## src/rtl/dma_rdy_pkg.sv

```systemverilog
package dma_rdy_pkg;
  // Settings handed from the control register block to the datapath
  typedef struct packed {
    logic       blockMode;  // block-transfer signalling in force
    logic [1:0] trigSel;    // receive threshold selector
  } rdyCtrlT;
endpackage

```

## src/rtl/dma_rdy_ctrl.sv

```systemverilog
module dma_rdy_ctrl
  import dma_rdy_pkg::*;
(
  input  logic       clk,
  input  logic       rst,
  input  logic       fcrWe,
  input  logic [7:0] fcrData,
  output rdyCtrlT    ctrl
);
  localparam int EN_BIT   = 0;
  localparam int MODE_BIT = 3;
  localparam int TRIG_LO  = 6;

  logic       fifoEnQ;
  logic       modeQ;
  logic [1:0] trigQ;

  always_ff @(posedge clk) begin
    if (rst) begin
      fifoEnQ <= 1'b0;
      modeQ   <= 1'b0;
      trigQ   <= 2'b00;
    end else if (fcrWe) begin
      fifoEnQ <= fcrData[EN_BIT];
      // the remaining fields are accepted only alongside the enable bit
      if (fcrData[EN_BIT]) begin
        modeQ <= fcrData[MODE_BIT];
        trigQ <= fcrData[TRIG_LO +: 2];
      end
    end
  end

  always_comb begin
    ctrl.blockMode = fifoEnQ & modeQ;
    ctrl.trigSel   = trigQ;
  end
endmodule

```

## src/rtl/dma_rdy_dpath.sv

```systemverilog
module dma_rdy_dpath
  import dma_rdy_pkg::*;
#(
  parameter int DEPTH = 16,
  parameter int LVL0  = 1,
  parameter int LVL1  = 4,
  parameter int LVL2  = 8,
  parameter int LVL3  = 14,
  localparam int CW   = $clog2(DEPTH + 1)
) (
  input  logic          clk,
  input  logic          rst,
  input  rdyCtrlT       ctrl,
  input  logic [CW-1:0] rxCount,
  input  logic          rxTimeout,
  input  logic [CW-1:0] txCount,
  input  logic          txFull,
  output logic          rxRdyN,
  output logic          txRdyN
);
  localparam int NLVL = 4;
  localparam int LVLS [NLVL] = '{LVL0, LVL1, LVL2, LVL3};

  logic [NLVL-1:0] reachVec;
  logic rxEmpty, txEmpty, rxReach;
  logic rxRdyNQ, txRdyNQ;

  // one threshold comparator per selectable level
  for (genvar i = 0; i < NLVL; i++) begin : g_lvl
    assign reachVec[i] = (rxCount >= CW'(LVLS[i]));
  end

  assign rxReach = reachVec[ctrl.trigSel];
  assign rxEmpty = (rxCount == '0);
  assign txEmpty = (txCount == '0);

  always_ff @(posedge clk) begin
    if (rst) begin
      rxRdyNQ <= 1'b1;
    end else if (!ctrl.blockMode) begin
      rxRdyNQ <= rxEmpty;
    end else if (rxEmpty) begin
      rxRdyNQ <= 1'b1;
    end else if (rxReach || rxTimeout) begin
      rxRdyNQ <= 1'b0;
    end
  end

  always_ff @(posedge clk) begin
    if (rst) txRdyNQ <= 1'b1;
    else     txRdyNQ <= ctrl.blockMode ? txFull : !txEmpty;
  end

  assign rxRdyN = rxRdyNQ;
  assign txRdyN = txRdyNQ;
endmodule

```

## src/rtl/dma_rdy.sv

```systemverilog
module dma_rdy
  import dma_rdy_pkg::*;
#(
  parameter int DEPTH = 16,
  parameter int LVL0  = 1,
  parameter int LVL1  = 4,
  parameter int LVL2  = 8,
  parameter int LVL3  = 14
) (
  input  logic                         clk,
  input  logic                         rst,
  input  logic                         fcrWe,
  input  logic [7:0]                   fcrData,
  input  logic [$clog2(DEPTH+1)-1:0]   rxCount,
  input  logic                         rxTimeout,
  input  logic [$clog2(DEPTH+1)-1:0]   txCount,
  input  logic                         txFull,
  output logic                         rxRdyN,
  output logic                         txRdyN
);
  rdyCtrlT ctrl;

  dma_rdy_ctrl u_ctrl (
    .clk(clk), .rst(rst), .fcrWe(fcrWe), .fcrData(fcrData), .ctrl(ctrl)
  );

  dma_rdy_dpath #(
    .DEPTH(DEPTH), .LVL0(LVL0), .LVL1(LVL1), .LVL2(LVL2), .LVL3(LVL3)
  ) u_dpath (
    .clk(clk), .rst(rst), .ctrl(ctrl),
    .rxCount(rxCount), .rxTimeout(rxTimeout),
    .txCount(txCount), .txFull(txFull),
    .rxRdyN(rxRdyN), .txRdyN(txRdyN)
  );
endmodule

```

## config.mk

```make
export PLATFORM = sky130hd
export DESIGN_NAME = dma_rdy
export DESIGN_NICKNAME = d
export VERILOG_FILES = /design/src/rtl/dma_rdy_pkg.sv /design/src/rtl/dma_rdy_ctrl.sv /design/src/rtl/dma_rdy_dpath.sv /design/src/rtl/dma_rdy.sv
export SDC_FILE = /design/constraint.sdc
export NUM_CORES = 1
export LEC_CHECK = 0
export CAP_MARGIN = 5
export CORE_AREA = 5 5 42 44
export DETAILED_ROUTE_END_ITERATION = 12
export DIE_AREA = 0 0 47 49
export DONT_BUFFER_PORTS = 1
export PLACE_DENSITY_LB_ADDON = 0.12
export SYNTH_ARGS = -nofsm -noshare
export SYNTH_HDL_FRONTEND = slang
export SYNTH_SLANG_ARGS = --single-unit
```

## constraint.sdc

```tcl
create_clock -name clk -period 2.35 [get_ports clk]
set_input_delay 0.235 -clock clk [delete_from_list [all_inputs] [get_ports clk]]
set_output_delay 0.235 -clock clk [all_outputs]
set_load 0.02 [all_outputs]
```

## Word level (Yosys, flattened, before mapping)

Cells that the tools add are included.

| word-level totals | value |
|---|---|
| output and inout bits | 2 |
| memories kept | 0 |
| register bits after elaboration | 6 |
| input port bits | 23 |
| bits in read-only memories | 0 |
| word-level logic and storage cells | 23 |
| latch bits | 0 |
| memory bits (writable) | 0 |

| operators by class | value |
|---|---|
| multiply operators | 0 |
| bitwise logic cells | 1 |
| divide/modulo/power cells | 0 |
| reductions and logical operators | 5 |
| $lt $le $gt $ge | 5 |
| multiplexer cells | 6 |
| shift-type cells | 0 |
| equality and inequality tests | 1 |
| add/subtract/negate cells | 0 |

Operator list:

| operator | number |
|---|---|
| 5-bit by 4-bit greater-or-equal comparator with 1-bit output, second input constant | 2 |
| 5-bit logical NOT | 2 |
| 5-bit by 1-bit greater-or-equal comparator with 1-bit output, second input constant | 1 |
| 5-bit by 3-bit greater-or-equal comparator with 1-bit output, second input constant | 1 |
| 1-bit two-way mux | 5 |
| 2-bit by 3-bit < comparator with 1-bit output, second input constant | 1 |
| 3-bit inequality test, second input constant | 1 |
| 1-bit binary-select mux with 2-bit select | 1 |
| 2-bit AND reduction | 1 |
| 1-bit AND | 1 |
| 1-bit logical NOT | 1 |
| 1-bit logical OR | 1 |

## Depth between registers and ports, before layout

| logic depth | value |
|---|---|
| word-level depth | 7 |
| depth in mapped cells | 3 |
| mapped depth without buffers | 3 |

## Modules after synthesis

A second synthesis with hierarchy kept.

| second synthesis, totals | value |
|---|---|
| cells, all modules | 33 |
| area total of the unflattened synthesis | 295.3 um2 |

Modules (own cells, without submodules):

| module | area each (um2) | sequential area each (um2) | instances | cells an instance |
|---|---|---|---|---|
| dma_rdy_ctrl | 171.4 | 80.1 | 1 | 17 |
| dma_rdy_dpath | 123.9 | 40.0 | 1 | 16 |

## Worst setup path after synthesis

Ideal clock, no wire load.

| timing path | value |
|---|---|
| path kind | reg-to-reg |
| start point | register, netlist name u_dpath.rxRdyN |
| end point | register u_dpath.rxRdyNQ, in the netlist u_dpath.rxRdyN |
| buffers on the path | 0 |
| slack | 1.460 ns |
| required time | 2.284 ns |
| stages on the path, launching flop included | 4 |
| arrival time | 0.824 ns |
| period minus slack after synthesis | 0.890 ns |
| library setup time | 0.066 ns |
| cells stage by stage | dfxtp_1 -> and4b_1 -> o21ai_0 -> a2bb2oi_2 |

RTL lines:

| what | line | source |
|---|---|---|
| to (signal assigned) | dma_rdy_dpath.sv:41 | `rxRdyNQ <= rxEmpty;` |
| to (decl) | dma_rdy_dpath.sv:26 | `logic rxRdyNQ, txRdyNQ;` |

==> run metrics <==
# clock sinks 6; PortBufs 0; CP Launch Type flop; CTS buffer count 3; Post-Syn Area 273 um^2; crit path cell chain and4b_1 > o21ai_0 > a2bb2oi_2; Die ar. 2300 um^2; pre-CTS setup slack 1.40 ns; syn_area_per_cell 8.52 um^2; most frequently used flop master after synthesis dfxtp_1; maximum clock frequency 1.06 GHz; CTS tree built; synth top area cells dfxtp_1 44%, a21oi_1 7.3%, nand2_1 6.9%; number of flops mapped to enable cells by yosys 0; Crit path arrival time 1.12 ns; Die Wd 47 um; Hold Vio Cnt, Final 0; worst slew pin tran 0.247 ns; Post-Syn Nets 55; Sw Pwr 0.0468 mW; Initial Util 19.5%; Synthesis Warnings 0; vias in the first global route 242; Inserted Diodes 0; # hold bufs at CTS 0; Pint 0.173 mW; Synth area leader dfxtp_1; Post-route DRC 0; count of different cell masters after synthesis 16; Post-CTS Resized 0; worst vdd ir 0.272 mV; Post-synth ARST share 0%; WS Path Type flop to flop; top post-synthesis cells by count 6 x dfxtp_1, 5 x nand2_1, 4 x a21oi_1, 3 x nand3_1, 3 x nor2_1; gr usage total 6.77%; Max transition margin 83.4%; Post-CTS Setup Repair Bufs 0; Final nets 60; Slew Limit Fails 0; worst min-delay path class input pin to flop; minimum clock period 0.941 ns; Final ANT Viol Nets 0; # Max-Cap Violations 0; gp weighted congestion 0.674; CP peak stage delay 0.44 ns; CORE AREA 1400 um^2; hpwl dp 542 um; GRT Residual Overflow 0; Clk pwr share 43.3%; P&R area growth vs syn 15.6%; Total Routed Length 635 um; Sequential Power Share 51.0%; Final Util 22.5%; Power Density 696 nW/um^2; most frequent cell after synthesis dfxtp_1; status finished, final reports clean; Yosys reg bits 6; Iter 0 DRT Violations 2; # IOs 25; Longest Clk Path Bufs 2; H-tree depth 1; Setup WS post-layout 1.41 ns; DR vias/cell 4.78; peak fanout along the critical path 2; final period utilization 40.1%; Logic pwr share 5.7%; Worst Setup End Kind flop; first-pass detailed-route iteration total 4; RSZ-0062 raised after global routing false; num rows 14; Filler Cells Inserted 173; largest net degree at the start of global routing 8; CP required 2.53 ns; Final setup viols 0; Worst-Skew Late Latency 0.24 ns; Mapped Cells 32; Fin Setup TNS 0 ns; root buffer cell clkbuf_4; share of cells above drive strength 1 14.3%; P_leak 0.114 nW; Die Span Y 49 um; initial antenna violation count 0; Vias 244; Crit-path slowest cell dfxtp_1; Net Sw Frac 21.3%; Final Skew 0.00332 ns; DR WL/cell 12.5 um; Synth top area share 44.0%; first-pass GRT wire length 993 um; CTS clk-pin slew, worst paths 0.05 ns; sequential share of the synthesized area 44.0%
==> cells in the final DEF (no fill, tap or decap), drive strengths merged <==
master | Yosys | final
dfxtp | 6 | 6
nand2 | 5 | 5
a21oi | 5 | 5
nor2 | 3 | 3
nand3 | 3 | 3
clkbuf | 0 | 3
nand2b | 1 | 1
a21bo | 1 | 1
nor3b | 1 | 1
and4b | 1 | 1
o21ai | 1 | 1
nor4 | 1 | 1
a2bb2oi | 1 | 1
nor3 | 1 | 1
and3 | 1 | 1
o21bai | 1 | 1
==> power groups by stage <==
stage / Clock [mW] / Sequential, mW / Combinational (mW)
floorplan: 0 / 0.113 / 0.0114
global placement: 0 / 0.114 / 0.0122
detailed placement: 0 / 0.114 / 0.0127
CTS: 0.0988 / 0.112 / 0.0127
global route: 0.103 / 0.113 / 0.0145
finish: 0.0950 / 0.112 / 0.0125
==> final cells by class <==
class                      instances  area [um^2]  area share [%]
multi-input combinational         26          153            48.4
sequential                         6          120            38.1
clock buffer                       3         22.5            7.14
tap                               16         20.0            6.35
==> worst paths after layout <==
check                                      from               to  slack (ns)  cells past startpoint
worst max-delay path             u_dpath.rxRdyN   u_dpath.rxRdyN        1.41                      3
worst min-delay path                        rst   u_ctrl.fifoEnQ        0.05                      1
worst max register to register   u_dpath.rxRdyN   u_dpath.rxRdyN        1.41                      3
worst min register to register  u_ctrl.trigQ[1]  u_ctrl.trigQ[1]        0.46                      2
==> flip-flops by register name (all words and copies together) (netlist names) <==
| name | flops |
|---|---|
| u_dpath.rxRdyN | 1 |
| u_ctrl.fifoEnQ | 1 |
| u_ctrl.trigQ | 2 |
| u_ctrl.modeQ | 1 |
| u_dpath.txRdyN | 1 |
==> per-layer routing <==
| metal | vias up | GRT usage (%) | routed length [um] |
|---|---|---|---|
| met1 | 102 | 6.64 | 229 |
| met5 | - | 0 | 0 |
| met2 | 14 | 8.14 | 285 |
| li1 | 124 | - | - |
| met4 | 0 | 5.53 | 22 |
| met3 | 4 | 6.64 | 97 |
==> through the flow <==
step / area [um^2] / total power, mW / cells / hold slack, ns
after floorplan: 273 / 0.124 / 32 / 0.304
after global placement: 293 / 0.126 / 48 / 0.306
after detailed placement: 293 / 0.127 / 48 / 0.307
after CTS: 315 / 0.224 / 51 / 0.0450
after global routing: 315 / 0.230 / 51 / 0.0445
final: 315 / 0.219 / 51 / 0.0512
==> critical path, delay by kind of cell (launching register included) <==
kind	cells	cell delay [ns]
flops	1	0.44
simple gates	1	0.21
compound gates	2	0.22
==> cell families (layout without fill, tap and decap cells) <==
group	Yosys count	after routing	share of synthesized area (%)
buffers and inverters	0	3	0
DFF	6	6	44.0
and+or+nand+nor	17	17	31.7
AOI/OAI and AO/OA	9	9	24.3
No activity file was read; power rests on OpenSTA's default activity.
